===== config.mk =====
export PLATFORM = sky130hd
export DESIGN_NAME = array_smoother
export DESIGN_NICKNAME = d
export VERILOG_FILES = /design/src/rtl/smooth_pkg.sv /design/src/rtl/smooth_ctrl.sv /design/src/rtl/smooth_dpath.sv /design/src/rtl/array_smoother.sv
export SDC_FILE = /design/constraint.sdc
export NUM_CORES = 1
export LEC_CHECK = 0
export BUFFER_PORTS_ARGS = -buffer_cell sky130_fd_sc_hd__buf_2
export CORE_MARGIN = 2
export CORE_UTILIZATION = 45
export CTS_BUF_LIST = sky130_fd_sc_hd__clkbuf_16
export CTS_CLUSTER_SIZE = 8
export DETAILED_ROUTE_END_ITERATION = 10
export HOLD_SLACK_MARGIN = 0.08
export PLACE_DENSITY_LB_ADDON = 0.25
export SYNTH_ARGS = -nofsm -noshare
export SYNTH_HDL_FRONTEND = slang
export SYNTH_SLANG_ARGS = --single-unit

===== constraint.sdc =====
create_clock -name clk -period 7 [get_ports clk]
set_input_delay 1.75 -clock clk [delete_from_list [all_inputs] [get_ports clk]]
set_output_delay 1.75 -clock clk [all_outputs]
set_load 0.05 [all_outputs]

===== src/rtl/smooth_pkg.sv =====
package smooth_pkg;

  typedef enum logic [2:0] {
    S_IDLE, S_HDR, S_HCAP, S_EVAL, S_RDA, S_RDB, S_WR, S_DONE
  } smState_e;

  // strobes from control to datapath
  typedef struct packed {
    logic ldArg;   // latch mode bit
    logic rdHdr;   // read header word
    logic ldHdr;   // capture start offset and count
    logic clrIdx;  // zero element index
    logic rdA;     // read word holding element i
    logic rdB;     // read word holding element i+1, capture element i
    logic capA;    // capture element i byte
    logic wrEl;    // write averaged byte
    logic incIdx;  // advance element index
  } smCtl_t;

endpackage


===== src/rtl/smooth_ctrl.sv =====
module smooth_ctrl
  import smooth_pkg::*;
(
  input  logic   clk,
  input  logic   rst,
  input  logic   start,
  input  logic   abort,
  input  logic   lenNone,
  input  logic   isLast,
  output smCtl_t ctl,
  output logic   busy,
  output logic   done
);

  smState_e state, nxt;

  always_ff @(posedge clk) begin
    if (rst) state <= S_IDLE;
    else     state <= nxt;
  end

  always_comb begin
    ctl = '0;
    nxt = state;
    case (state)
      S_IDLE: if (start) begin
        ctl.ldArg = 1'b1;
        nxt = S_HDR;
      end
      S_HDR: begin
        ctl.rdHdr = 1'b1;
        nxt = S_HCAP;
      end
      S_HCAP: begin
        ctl.ldHdr  = 1'b1;
        ctl.clrIdx = 1'b1;
        nxt = S_EVAL;
      end
      S_EVAL: nxt = lenNone ? S_DONE : S_RDA;
      S_RDA: begin
        ctl.rdA = 1'b1;
        nxt = S_RDB;
      end
      S_RDB: begin
        ctl.rdB  = 1'b1;
        ctl.capA = 1'b1;
        nxt = S_WR;
      end
      S_WR: begin
        ctl.wrEl = 1'b1;
        if (isLast) nxt = S_DONE;
        else begin
          ctl.incIdx = 1'b1;
          nxt = S_RDA;
        end
      end
      S_DONE: nxt = S_IDLE;
      default: nxt = S_IDLE;
    endcase
    if (abort) begin
      ctl = '0;
      nxt = S_IDLE;
    end
  end

  assign busy = (state != S_IDLE);
  assign done = (state == S_DONE);

endmodule


===== src/rtl/smooth_dpath.sv =====
module smooth_dpath
  import smooth_pkg::*;
#(
  parameter int WORD_AW = 4,
  parameter int DATA_W  = 32,
  parameter int DS_BYTE = 4,
  parameter int DL_BYTE = 5
) (
  input  logic              clk,
  input  logic              rst,
  input  smCtl_t            ctl,
  input  logic              wrapSel,
  input  logic [DATA_W-1:0] memRdData,
  output logic [WORD_AW-1:0] memAddr,
  output logic              memRdEn,
  output logic              memWrEn,
  output logic [DATA_W-1:0] memWrData,
  output logic [DATA_W/8-1:0] memByteEn,
  output logic              lenNone,
  output logic              isLast
);

  localparam int LANES   = DATA_W / 8;
  localparam int LANE_W  = $clog2(LANES);
  localparam int BYTE_AW = WORD_AW + LANE_W;
  localparam int DS_LANE = DS_BYTE % LANES;
  localparam int DL_LANE = DL_BYTE % LANES;
  localparam logic [WORD_AW-1:0] HDR_WORD = WORD_AW'(DS_BYTE / LANES);

  logic               circ;
  logic [BYTE_AW-1:0] dsReg;
  logic [7:0]         dlReg;
  logic [7:0]         idx;
  logic [7:0]         aByte;
  logic [7:0]         orig0;

  logic [BYTE_AW-1:0] aAddr, bAddr;
  logic [LANE_W-1:0]  aLane, bLane;
  logic [7:0]         rdLaneA, rdLaneB, bByte, avg, lastIdx;
  logic [8:0]         sum;

  assign aAddr   = dsReg + idx[BYTE_AW-1:0];
  assign bAddr   = aAddr + 1'b1;
  assign aLane   = aAddr[LANE_W-1:0];
  assign bLane   = bAddr[LANE_W-1:0];
  assign rdLaneA = memRdData[int'(aLane)*8 +: 8];
  assign rdLaneB = memRdData[int'(bLane)*8 +: 8];

  assign lastIdx = circ ? (dlReg - 8'd1) : (dlReg - 8'd2);
  assign isLast  = (idx == lastIdx);
  assign lenNone = (dlReg == 8'd0) || ((dlReg == 8'd1) && !circ);

  // circular tail pairs with the saved original head
  assign bByte = (circ && isLast) ? orig0 : rdLaneB;
  assign sum   = {1'b0, aByte} + {1'b0, bByte};
  assign avg   = sum[8:1];

  always_comb begin
    if (ctl.rdHdr)     memAddr = HDR_WORD;
    else if (ctl.rdB)  memAddr = bAddr[BYTE_AW-1:LANE_W];
    else               memAddr = aAddr[BYTE_AW-1:LANE_W];
  end

  assign memRdEn   = ctl.rdHdr | ctl.rdA | ctl.rdB;
  assign memWrEn   = ctl.wrEl;
  assign memWrData = {LANES{avg}};

  generate
    for (genvar l = 0; l < LANES; l++) begin : g_lane
      assign memByteEn[l] = ctl.wrEl && (aLane == LANE_W'(l));
    end
  endgenerate

  always_ff @(posedge clk) begin
    if (rst) begin
      circ  <= 1'b0;
      dsReg <= '0;
      dlReg <= '0;
      idx   <= '0;
      aByte <= '0;
      orig0 <= '0;
    end else begin
      if (ctl.ldArg) circ <= wrapSel;
      if (ctl.ldHdr) begin
        dsReg <= memRdData[DS_LANE*8 +: BYTE_AW];
        dlReg <= memRdData[DL_LANE*8 +: 8];
      end
      if (ctl.clrIdx)      idx <= '0;
      else if (ctl.incIdx) idx <= idx + 8'd1;
      if (ctl.capA) begin
        aByte <= rdLaneA;
        if (idx == 8'd0) orig0 <= rdLaneA;
      end
    end
  end

endmodule


===== src/rtl/array_smoother.sv =====
module array_smoother
  import smooth_pkg::*;
#(
  parameter int WORD_AW = 4,
  parameter int DATA_W  = 32,
  parameter int DS_BYTE = 4,
  parameter int DL_BYTE = 5
) (
  input  logic                clk,
  input  logic                rst,
  input  logic                start,
  input  logic                wrapSel,
  input  logic                abort,
  output logic                busy,
  output logic                done,
  output logic [WORD_AW-1:0]  memAddr,
  output logic                memRdEn,
  input  logic [DATA_W-1:0]   memRdData,
  output logic                memWrEn,
  output logic [DATA_W-1:0]   memWrData,
  output logic [DATA_W/8-1:0] memByteEn
);

  smCtl_t ctl;
  logic   lenNone, isLast;

  smooth_ctrl u_ctrl (
    .clk(clk), .rst(rst), .start(start), .abort(abort),
    .lenNone(lenNone), .isLast(isLast),
    .ctl(ctl), .busy(busy), .done(done)
  );

  smooth_dpath #(
    .WORD_AW(WORD_AW), .DATA_W(DATA_W), .DS_BYTE(DS_BYTE), .DL_BYTE(DL_BYTE)
  ) u_dpath (
    .clk(clk), .rst(rst), .ctl(ctl), .wrapSel(wrapSel),
    .memRdData(memRdData), .memAddr(memAddr), .memRdEn(memRdEn),
    .memWrEn(memWrEn), .memWrData(memWrData), .memByteEn(memByteEn),
    .lenNone(lenNone), .isLast(isLast)
  );

endmodule


==> results of run 1 <==
==> logic make-up after synthesis <==
| family | count (synthesis) | synth area share (%) |
|---|---|---|
| compound gates | 73 | 13.3 |
| xor+xnor | 22 | 5.66 |
| fa+ha+maj | 23 | 8.89 |
| buf+inv | 59 | 9.59 |
| flops | 42 | 24.7 |
| mux | 35 | 16.5 |
| simple gates | 147 | 21.4 |
==> layer usage <==
metal / global-route usage [%] / vias to the layer above
met5: 0 / -
met4: 6.57 / 0
met3: 3.98 / 10
met2: 33.1 / 98
met1: 28.9 / 1466
li1: - / 1491
==> placed cells by master (no fill, tap or decap), types with 6 or more instances in the layout <==
cell and count:
buf_2 80, nand2_1 57, dfxtp_1 42, a21oi_1 37, nor2_1 26, ha_1 21
mux4_2 16, inv_1 15, xnor2_1 15, nand3_1 11, mux2i_1 11, o21ai_0 9
xor2_1 7, and3_1 7, nor3_1 6, or3_1 6, mux2_2 6
==> area by class of cell <==
type | instances | area (µm²) | area share [%]
well taps | 99 | 124 | 3.19
clock inverters | 3 | 43.8 | 1.13
multi-input cells | 300 | 2250 | 58.0
flip-flops and latches | 42 | 841 | 21.7
repair buffers | 85 | 438 | 11.3
inverters | 15 | 56.3 | 1.45
clock buffers | 5 | 125 | 3.23
==> how the worst max path moves through the flow <==
| stage | from | slack [ps] | to | cells after the start |
|---|---|---|---|---|
| after floorplan | u_dpath.idx[0] | 230 | memWrData[10] | 13 |
| after global placement | memRdData[1] | 860 | memWrData[4] | 10 |
| after detailed placement | memRdData[2] | 840 | memWrData[20] | 10 |
| after CTS | u_dpath.idx[0] | 560 | memWrData[20] | 12 |
| after global routing | u_dpath.idx[0] | 290 | memWrData[14] | 15 |
| final | u_dpath.idx[0] | 570 | memWrData[28] | 12 |
==> state kept, by name, indices dropped and copies added, names as in the netlist <==
register / count
u_dpath.circ: 1
u_dpath.orig0: 8
u_ctrl.state: 3
u_dpath.dlReg: 8
u_dpath.idx: 8
u_dpath.dsReg: 6
u_dpath.aByte: 8
==> power by group <==
part           switching (mW)  internal (mW)  total (mW)  leakage, nW
logic                  0.0799         0.0366       0.117         1.22
clock network           0.103          0.169       0.272       0.0842
registers             0.00329          0.240       0.244        0.339
==> critical path: stages, from the launching register on <==
cell and delay, ps:
dfxtp_1 510, ha_1 250, fa_1 440, ha_1 540
mux4_2 550, mux2_2 280, ha_1 330, and3_1 190
nand3_1 80, or4_4 440, and3_4 210, a311o_1 340
buf_2 230
==> impl_summary.md, run 1 <==
Synth
The synthesized netlist occupies a cell area of 3410 µm². The cell with the most instances after synthesis is nand2_1. Ranked by instance count, the synthesized netlist is headed by 57 x nand2_1, 42 x dfxtp_1, 37 x a21oi_1. The largest area contributor in the synthesized netlist is dfxtp_1.

The register area share after synthesis is 24.7%. The share of the synthesized area in the top cell type is 24.7%. The number of storage elements in the synthesis netlist is 42. Counting distinct cell types in the post-synthesis netlist gives 53. Each instance of the synthesized netlist takes up on average 8.49 µm². Sorting the synthesized cells by area gives the leading types as dfxtp_1 25%, mux4_2 11%, ha_1 7.7%, nand2_1 6.3%, buf_4 5.5%. The predominant post-synthesis flop cell is dfxtp_1.

The yosys synthesis warning count is 0. The number of synthesized flops with an enable pin is 0. The gate count of the mapped netlist is 401.

Counting every net in the synthesized netlist gives 461. In the synthesized netlist the async set-or-reset flop fraction comes to 0%.

Drt
Wires add up to 8640 µm. For this run, design rule violations remaining after detail routing come to 0. In the final routed layout, each cell accounts on average for 15.7 µm. The ratio of routed vias to standard cells is 5.58. For this block, the via count after detailed routing is 3065. The detailed-router iteration count before antenna repair is 4. The met2 wire length is 4010 µm.

The detailed router used layers up to and including met4. After the first detailed-routing iteration, the DRC count stood at 218. The detailed-routing wirelength on met1 is 4050 µm.

In the detailed route, the total length drawn on met3 is 460 µm. The count of nets left with antenna violations once routing finished came out at 0.

GRT
The via count of the first global-routing pass was 2855. The number of antenna violations at the first check in global routing was 0. The remaining global-route overflow is 0. The overall fraction of global-route tracks in use is 20.9%.

The largest net degree at the start of global routing is 36. The first global-routing pass estimated 14000 µm of wire.

Hold path
The startpoint identified for the worst hold timing path is u_dpath.aByte[6]. The min-delay analysis places its worst path in the category reg -> reg. The worst hold path terminates at u_dpath.aByte[6].

The hold-critical path depth is 2.

Layout
The share of layout cells above drive strength 1 is 27.8%. The relative area change from synthesis to final layout is 13.9%. The number of antenna diodes in the final layout is 0. The finished layout cell area is 3880 µm². Cells fill 53.2% of the core in the end. The filler cells instantiated in the layout total 723.

For this run, the number of standard cells in the final layout without fillers is 549. The number of nets at the end of the flow is 509.

Clock tree
The total clock buffers created by CTS is 5. Gates resized during post-CTS repair numbered 0. TritonCTS built the clock tree. The tree is rooted in a clkbuf_16. The level count of the clock H-tree is 2. The tree built by TritonCTS fans out to 42 sinks. After clock tree synthesis, the clock-pin slew on the worst setup and hold paths is 70 ps. The buffer levels on the longest clock path is 2. The buffers inserted during post-CTS setup optimization is 0. The clock latency at the later pin of the worst-skew pair is 290 ps. Hold repair after CTS inserted 0 buffers.

Placement
Timing analysis after detailed placement gives a worst setup slack of 836 ps. In this run the tool buffered the top-level ports with 80 buffer cells. Routability-driven placement finished with a final weighted congestion of 0.872.

Once placement finished, the instance area stood at 3710 µm². The HPWL after detailed placement is 6630 µm. The cell count after placement is 541.

Pwr
The power density over the cells is 163 nW/µm². The total leakage power is 1.64 nW. The total design power is 632 µW. The worst voltage drop across the vdd grid is 0.0000855 V.

STA
For the finished layout, the period the worst path requires is 6430 ps. In the final timing run, aggregate negative setup slack is 0 ps. Of the available clock period, the critical path in the final layout requires 91.8%.

Setup repair after global routing left no endpoint under its margin. The final number of setup-violating endpoints is 0. The clock skew is 4.76 ps.

The number of pins with negative max-slew slack in the final report is 0. In this run the tightest slew margin relative to its limit is 55.5%. Based on the critical path, the design can be clocked at up to 0.156 GHz. The final hold violation count is 0. The tightest hold path in the finished design has a slack of 462 ps. Across all setup checks in the final design, the least slack found is 571 ps.

At the pin with the least slew margin, the transition time is 662 ps.

Job
The number of max-cap violations is 0.

Critical path
The worst register-to-register path begins at u_dpath.dlReg[0]. The type of the setup path with the least slack is reg -> out. The register-to-register path setup slack is 4440 ps.

The worst setup path is captured at an output port. The critical path required time is 5250 ps. The worst setup path is launched from a register.

The largest driver fanout on the critical path is 8. The endpoint identified for the worst register-to-register timing path is u_dpath.idx[6]. The critical path arrival is 4680 ps. The worst reg2reg path depth is 9.

Die
The floorplan step defined a die boundary enclosing 8280 µm². The core region is 7290 µm². The die extent in x is 91.0 µm. Pin placement for this block handled 81 I/O pins. In this run the vertical extent of the chip is 91.0 µm. The floorplan has 31 rows.

The initial core utilization is 46.7%.

Run status
The run finished with clean final reports.
Power figures use the tool's default switching activity.
==> run 2, diff against run 1 <==
==> constraint.sdc (replaced) <==
create_clock -name clk -period 7.4 [get_ports clk]
set_input_delay 1.85 -clock clk [delete_from_list [all_inputs] [get_ports clk]]
set_output_delay 1.85 -clock clk [all_outputs]
set_load 0.05 [all_outputs]
==> impl_summary.md, run 2 (synthesis gave the netlist of run 1 again) <==
Clock tree
The count of cells resized by post-cts repair is 0 (unchanged). The level count of the clock H-tree is 2 (unchanged). The buffers inserted during post-CTS setup optimization came to 0 (unchanged). The CTS tree is built (unchanged). The number of clock sinks seen by CTS is 42 (unchanged).

The buffer levels on the longest clock path was 2 (unchanged). The number of hold-repair buffers added at the cts stage came to 0 (unchanged). The total clock buffers created by CTS is 5 (unchanged).

The clock latency at the later pin of the worst-skew pair is 290 ps (about the same). The clock tree root driver cell is clkbuf_16 (unchanged). The clock-pin slew reported for the worst setup and hold paths after clock tree synthesis is 70 ps (about the same).

Job
The number of max-cap violations is 0 (unchanged).

STA
The worst-case headroom to the max-slew limit is 52.7% (was 55.5%). The number of pins with negative max-slew slack in the final report came to 0 (unchanged). For the finished layout, the period the worst path requires is 6820 ps. The sum of negative setup slack is 0 ps (unchanged). The measured slew at the worst slew-check pin is 704 ps (was 662 ps). The maximum clock frequency is 0.147 GHz. The clock skew is 8.78 ps (was 4.76 ps). The final number of setup-violating endpoints is 0 (unchanged).

The post-route clock period utilization is 92.2%. The final hold violation count is 0 (unchanged). Setup repair after global routing missed its margin: no (unchanged).

Critical path
The category of the worst setup path capture point is an output port (unchanged). The library cell contributing the largest single delay on the critical path is dfxtp_1 (was mux4_2). The critical path required time is 5550 ps (was 5250 ps). The most numerous cell on the critical path is ha_1 (unchanged). Cell chain of the critical path: ha_1 -> fa_1 -> buf_4 -> ha_1 -> buf_4 -> mux4_2 -> mux2_2 -> ha_1 -> a21oi_1 -> nor2b_1 -> o21ai_0 -> nand2b_1 -> nand2_1 -> o31ai_1 -> a211oi_1 -> buf_2 (was ha_1 -> fa_1 -> ha_1 -> mux4_2 -> mux2_2 -> ha_1 -> and3_1 -> nand3_1 -> or4_4 -> and3_4 -> a311o_1 -> buf_2). The largest driver fanout on the critical path was 12 (was 8). The stage delay of the slowest cell on the critical path is 500 ps (was 550 ps). The critical path arrival is 4970 ps (was 4680 ps). The startpoint type of the worst setup path is a register (unchanged).

The type of the setup path with the least slack is reg -> out (unchanged).

GRT
The via count of the first global-routing pass is 2860 (was 2855). The number of antenna violations at the first check in global routing is 0 (unchanged). The largest net degree at the start of global routing is 36 (unchanged). The global-route wire length before repair is 14300 µm (was 14000 µm). The overall fraction of global-route tracks in use is 21.7% (was 20.9%).

The remaining global-route overflow was 0 (unchanged).

Layout
Commonest cells after routing, fill and taps aside: 80 x buf_2, 57 x nand2_1, 42 x dfxtp_1, 37 x a21oi_1, 26 x nor2_1 (unchanged). The leading cell type in the layout, fill and taps excluded is buf_2 (unchanged). The finished layout cell area came to 3850 µm² (was 3880 µm²). The number of nets at the end of the flow came to 509 (unchanged).

The number of diodes was 0 (unchanged). The relative area change from synthesis to final layout is 13.1% (was 13.9%). The share of layout cells above drive strength 1 came to 27.6% (was 27.8%).

Pwr
The total leakage power is 1.62 nW (was 1.64 nW). The power density over the cells is 147 nW/µm² (was 163 nW/µm²). The worst voltage drop across the vdd grid is 0.0000930 V (was 0.0000855 V).

Drt
The via count was 3049 (was 3065). The number of antenna-violating nets in the routed design is 0 (unchanged). The ratio of routed vias to standard cells is 5.55 (was 5.58). The routed length per instance came to 16.0 µm (was 15.7 µm).

The residual DRC count came to 0 (unchanged). The total routed wirelength was 8770 µm (was 8640 µm). The starting DRC count in detailed routing is 197 (was 218).

The detailed-router iteration count before antenna repair is 5 (was 4).

Placement
The half-perimeter wire length of the detailed placement result is 6620 µm (was 6630 µm). The placer congestion estimate came to 0.841 (was 0.872). The count of input and output buffers is 80 (unchanged).

The cell area after placement is 3700 µm² (was 3710 µm²).

Die
The height of the chip is 91.0 µm (unchanged). The I/O pin count is 81 (unchanged). The total core area is 7290 µm² (unchanged). The initial core utilization is 46.7% (unchanged).

The die extent in x is 91.0 µm (unchanged). The number of placement rows is 31 (unchanged). The die outline area is 8280 µm² (unchanged).

Hold path
The worst min-delay path class was reg -> reg (unchanged).

Run status
Status: completed (unchanged).
run 2: path summary, 6_finish.rpt:
| check | startpoint | slack, ps | depth (start not counted) | end |
|---|---|---|---|---|
| hold reg to reg | u_dpath.dsReg[0] | 470 | 2 | u_dpath.dsReg[0] |
| hold / removal | u_dpath.dsReg[0] | 470 | 2 | u_dpath.dsReg[0] |
| setup / recovery | u_dpath.idx[0] | 580 | 16 | memWrData[22] |
| setup reg to reg | u_dpath.dlReg[0] | 4820 | 9 | u_dpath.idx[6] |
run 2: critical path, delay by kind of cell, from the launching register on:
family | cells | cell delay [ps]
AND/OR/NAND/NOR | 3 | 270
AO/OA/AOI/OAI | 4 | 820
buffers and inverters | 3 | 790
adder cells (fa/ha/maj) | 4 | 1490
flip-flops | 1 | 500
multiplexers | 2 | 780
run 2: area by class of cell:
| type | count | area [µm²] |
|---|---|---|
| clock buffers | 5 | 125 |
| fillers | 714 | 3440 |
| clock inverters | 3 | 23.8 |
| well taps | 99 | 124 |
| inverters | 15 | 56.3 |
| multi-input cells | 300 | 2240 |
| repair buffers | 85 | 438 |
| flip-flops and latches | 42 | 841 |
run 2: where the power goes:
part	switching (mW)	total [mW]	internal [mW]
sequential	0.00318	0.231	0.227
clock	0.100	0.227	0.126
combinational	0.0761	0.111	0.0345
total	0.180	0.568	0.388
run 2: per-stage QoR:
stage          power (mW)  utilization, %  worst slack, ps  hold WS, ps  instances
6_report            0.568            52.8              576          466        549
3_3_place_gp        0.345            50.8              980          448        541
2_1_floorplan       0.326               -              107          440        401
4_1_cts             0.572            52.8              617          466        549
3_5_place_dp        0.346            50.8              887          457        541
5_1_grt             0.588            52.8              203          489        549
run 2: per-layer routing:
| layer | wire length [µm] | GRT usage, % | vias to the layer above |
|---|---|---|---|
| met5 | 0 | 0 | - |
| met3 | 519 | 4.23 | 10 |
| met1 | 3980 | 29.8 | 1444 |
| li1 | - | - | 1489 |
| met2 | 4130 | 34.4 | 106 |
| met4 | 130 | 6.69 | 0 |
==> run 3, diff against run 2 <==
==> constraint.sdc (replaced) <==
create_clock -name clk -period 8 [get_ports clk]
set_input_delay 2 -clock clk [delete_from_list [all_inputs] [get_ports clk]]
set_output_delay 2 -clock clk [all_outputs]
set_load 0.05 [all_outputs]
==> impl_summary.md, run 3 (synthesis gave the netlist of run 1 again) <==
Run status
Status: completed (unchanged).

Clock tree
The clock-pin slew reported for the worst setup and hold paths after clock tree synthesis is 70 ps (about the same). The clock latency at the later pin of the worst-skew pair is 290 ps (about the same). The level count of the clock H-tree is 2 (unchanged).

The buffer levels on the longest clock path was 2 (unchanged). The count of cells resized by post-cts repair came to 0 (unchanged). The buffers inserted during post-CTS setup optimization was 0 (unchanged). The number of hold-repair buffers added at the cts stage is 0 (unchanged). The number of clock sinks seen by CTS is 42 (unchanged). The total clock buffers created by CTS is 5 (unchanged). The clock tree root driver cell is clkbuf_16 (unchanged).

The CTS tree is built (unchanged).

Pwr
The reported net switching power is 162 µW (was 180 µW). The total leakage power was 1.63 nW (was 1.62 nW). The share of power burned in combinational logic came to 17.6% (was 19.5%). The worst voltage drop across the vdd grid is 0.0000749 V (was 0.0000930 V). The sequential power share is 36.6% (was 40.6%). The power share of the clock group came to 45.8% (was 39.9%). The internal power is 422 µW (was 388 µW). The total design power is 584 µW (was 568 µW). The power density over the cells is 150 nW/µm² (was 147 nW/µm²). The switching part of the total power came to 27.8% (was 31.6%).

Drt
The residual DRC count is 0 (unchanged). The total length of routed met3 wires is 502 µm (was 519 µm). The number of antenna-violating nets in the routed design came to 0 (unchanged). The via count is 3048 (was 3049). The ratio of routed vias to standard cells is 5.58 (was 5.55). The met2 wire length was 4110 µm (was 4130 µm). The total routed wirelength is 8730 µm (was 8770 µm). The uppermost layer routed is met4 (unchanged). The detailed-routing wirelength on met1 came to 3970 µm (was 3980 µm). The routed length per instance is 16.0 µm (about the same). The starting DRC count in detailed routing was 152 (was 197).

The detailed-router iteration count before antenna repair came to 4 (was 5).

Critical path
The category of the worst setup path capture point is an output port (unchanged). The critical path arrival is 5170 ps (was 4970 ps). The largest driver fanout on the critical path is 12 (unchanged). The critical path required time is 6000 ps (was 5550 ps).

The type of the setup path with the least slack is reg -> out (unchanged). The startpoint type of the worst setup path is a register (unchanged).

STA
The final hold violation count is 0 (unchanged). Setup repair after global routing missed its margin: no (unchanged). The measured slew at the worst slew-check pin is 841 ps (was 704 ps).

The post-route clock period utilization is 89.7%. The sum of negative setup slack is 0 ps (unchanged). The maximum clock frequency is 0.139 GHz.

The final number of setup-violating endpoints is 0 (unchanged). The clock skew is 8.20 ps (was 8.78 ps). The post-route worst hold slack was 462 ps (was 466 ps).

The number of pins with negative max-slew slack in the final report came to 0 (unchanged). Subtracting the final worst setup slack from the clock period gives 7170 ps. The worst-case headroom to the max-slew limit is 43.7% (was 52.7%).

Die
The I/O pin count is 81 (unchanged). The initial core utilization is 46.7% (unchanged). The die extent in x was 91.0 µm (unchanged).

The total core area is 7290 µm² (unchanged). The height of the chip is 91.0 µm (unchanged). The die outline area was 8280 µm² (unchanged).

The number of placement rows is 31 (unchanged).

Layout
The relative area change from synthesis to final layout was 14.0% (was 13.1%). The flip-flop and latch area is 841 µm² (unchanged). Commonest cells after routing, fill and taps aside: 80 x buf_2, 57 x nand2_1, 42 x dfxtp_1, 37 x a21oi_1, 26 x nor2_1 (unchanged). The share of layout cells above drive strength 1 is 27.1% (was 27.6%). The layout filler cell count is 693 (was 714). The finished layout cell area is 3880 µm² (was 3850 µm²).

The number of diodes is 0 (unchanged). The number of nets at the end of the flow was 506 (was 509). The area of the multi-input gates came to 2250 µm² (was 2240 µm²). The leading cell type in the layout, fill and taps excluded was buf_2 (unchanged).

Placement
The placer congestion estimate was 0.844 (was 0.841). The half-perimeter wire length of the detailed placement result is 6600 µm (was 6620 µm). The cell area after placement came to 3690 µm² (was 3700 µm²). The count of input and output buffers came to 80 (unchanged).

GRT
The largest net degree at the start of global routing came to 36 (unchanged). The global-route wire length before repair is 14300 µm (about the same). The via count of the first global-routing pass came to 2941 (was 2860). The number of antenna violations at the first check in global routing is 0 (unchanged).

The remaining global-route overflow is 0 (unchanged). The overall fraction of global-route tracks in use is 21.4% (was 21.7%).

Hold path
The worst min-delay path class was reg -> reg (unchanged).

Job
The number of max-cap violations came to 0 (unchanged).
-- run 3: worst paths after layout --
kind                          from          endpoint  slack (ps)  depth (start not counted)
setup / recovery    u_dpath.idx[0]     memWrData[30]         830                         12
hold / removal    u_dpath.aByte[6]  u_dpath.aByte[6]         460                          2
setup reg to reg  u_dpath.dlReg[0]    u_dpath.idx[6]        5430                          9
hold reg to reg   u_dpath.aByte[6]  u_dpath.aByte[6]         460                          2
-- run 3: worst max-delay path, stage by stage, from the launching register on --
cell and delay, ps:
dfxtp_1 470, ha_1 230, fa_1 670, ha_1 710, mux4_2 580, mux2_2 280, ha_1 340, and3_1 190
nand3_1 80, or4_4 450, and3_4 210, a211oi_1 330, buf_2 340
-- run 3: area by class of cell --
type / count / area share (%)
timing repair buffer: 82 / 10.7
tap: 99 / 3.19
clock inverter: 3 / 1.77
sequential: 42 / 21.6
inverter: 15 / 1.45
multi-input combinational: 300 / 58.0
clock buffer: 5 / 3.22
-- run 3: per-stage QoR --
stage                     util, %  std cells  setup WS, ps
after floorplan                 -        401           408
after global placement       50.6        538          1270
after detailed placement     50.6        538          1130
after CTS                    53.3        546           817
after global routing         53.3        546           597
final                        53.3        546           828
-- run 3: layer usage --
metal / vias to the layer above / global-route usage (%)
met5: - / 0
met4: 0 / 7.20
met3: 9 / 2.82
met2: 102 / 34.8
met1: 1450 / 29.3
li1: 1487 / -
-- run 3: power by group through the flow --
stage | logic, mW | registers (mW) | clock network (mW)
finish | 0.103 | 0.213 | 0.267
detailed placement | 0.102 | 0.218 | 0
global route | 0.109 | 0.214 | 0.278
floorplan | 0.0853 | 0.216 | 0
CTS | 0.103 | 0.213 | 0.272
global placement | 0.101 | 0.218 | 0
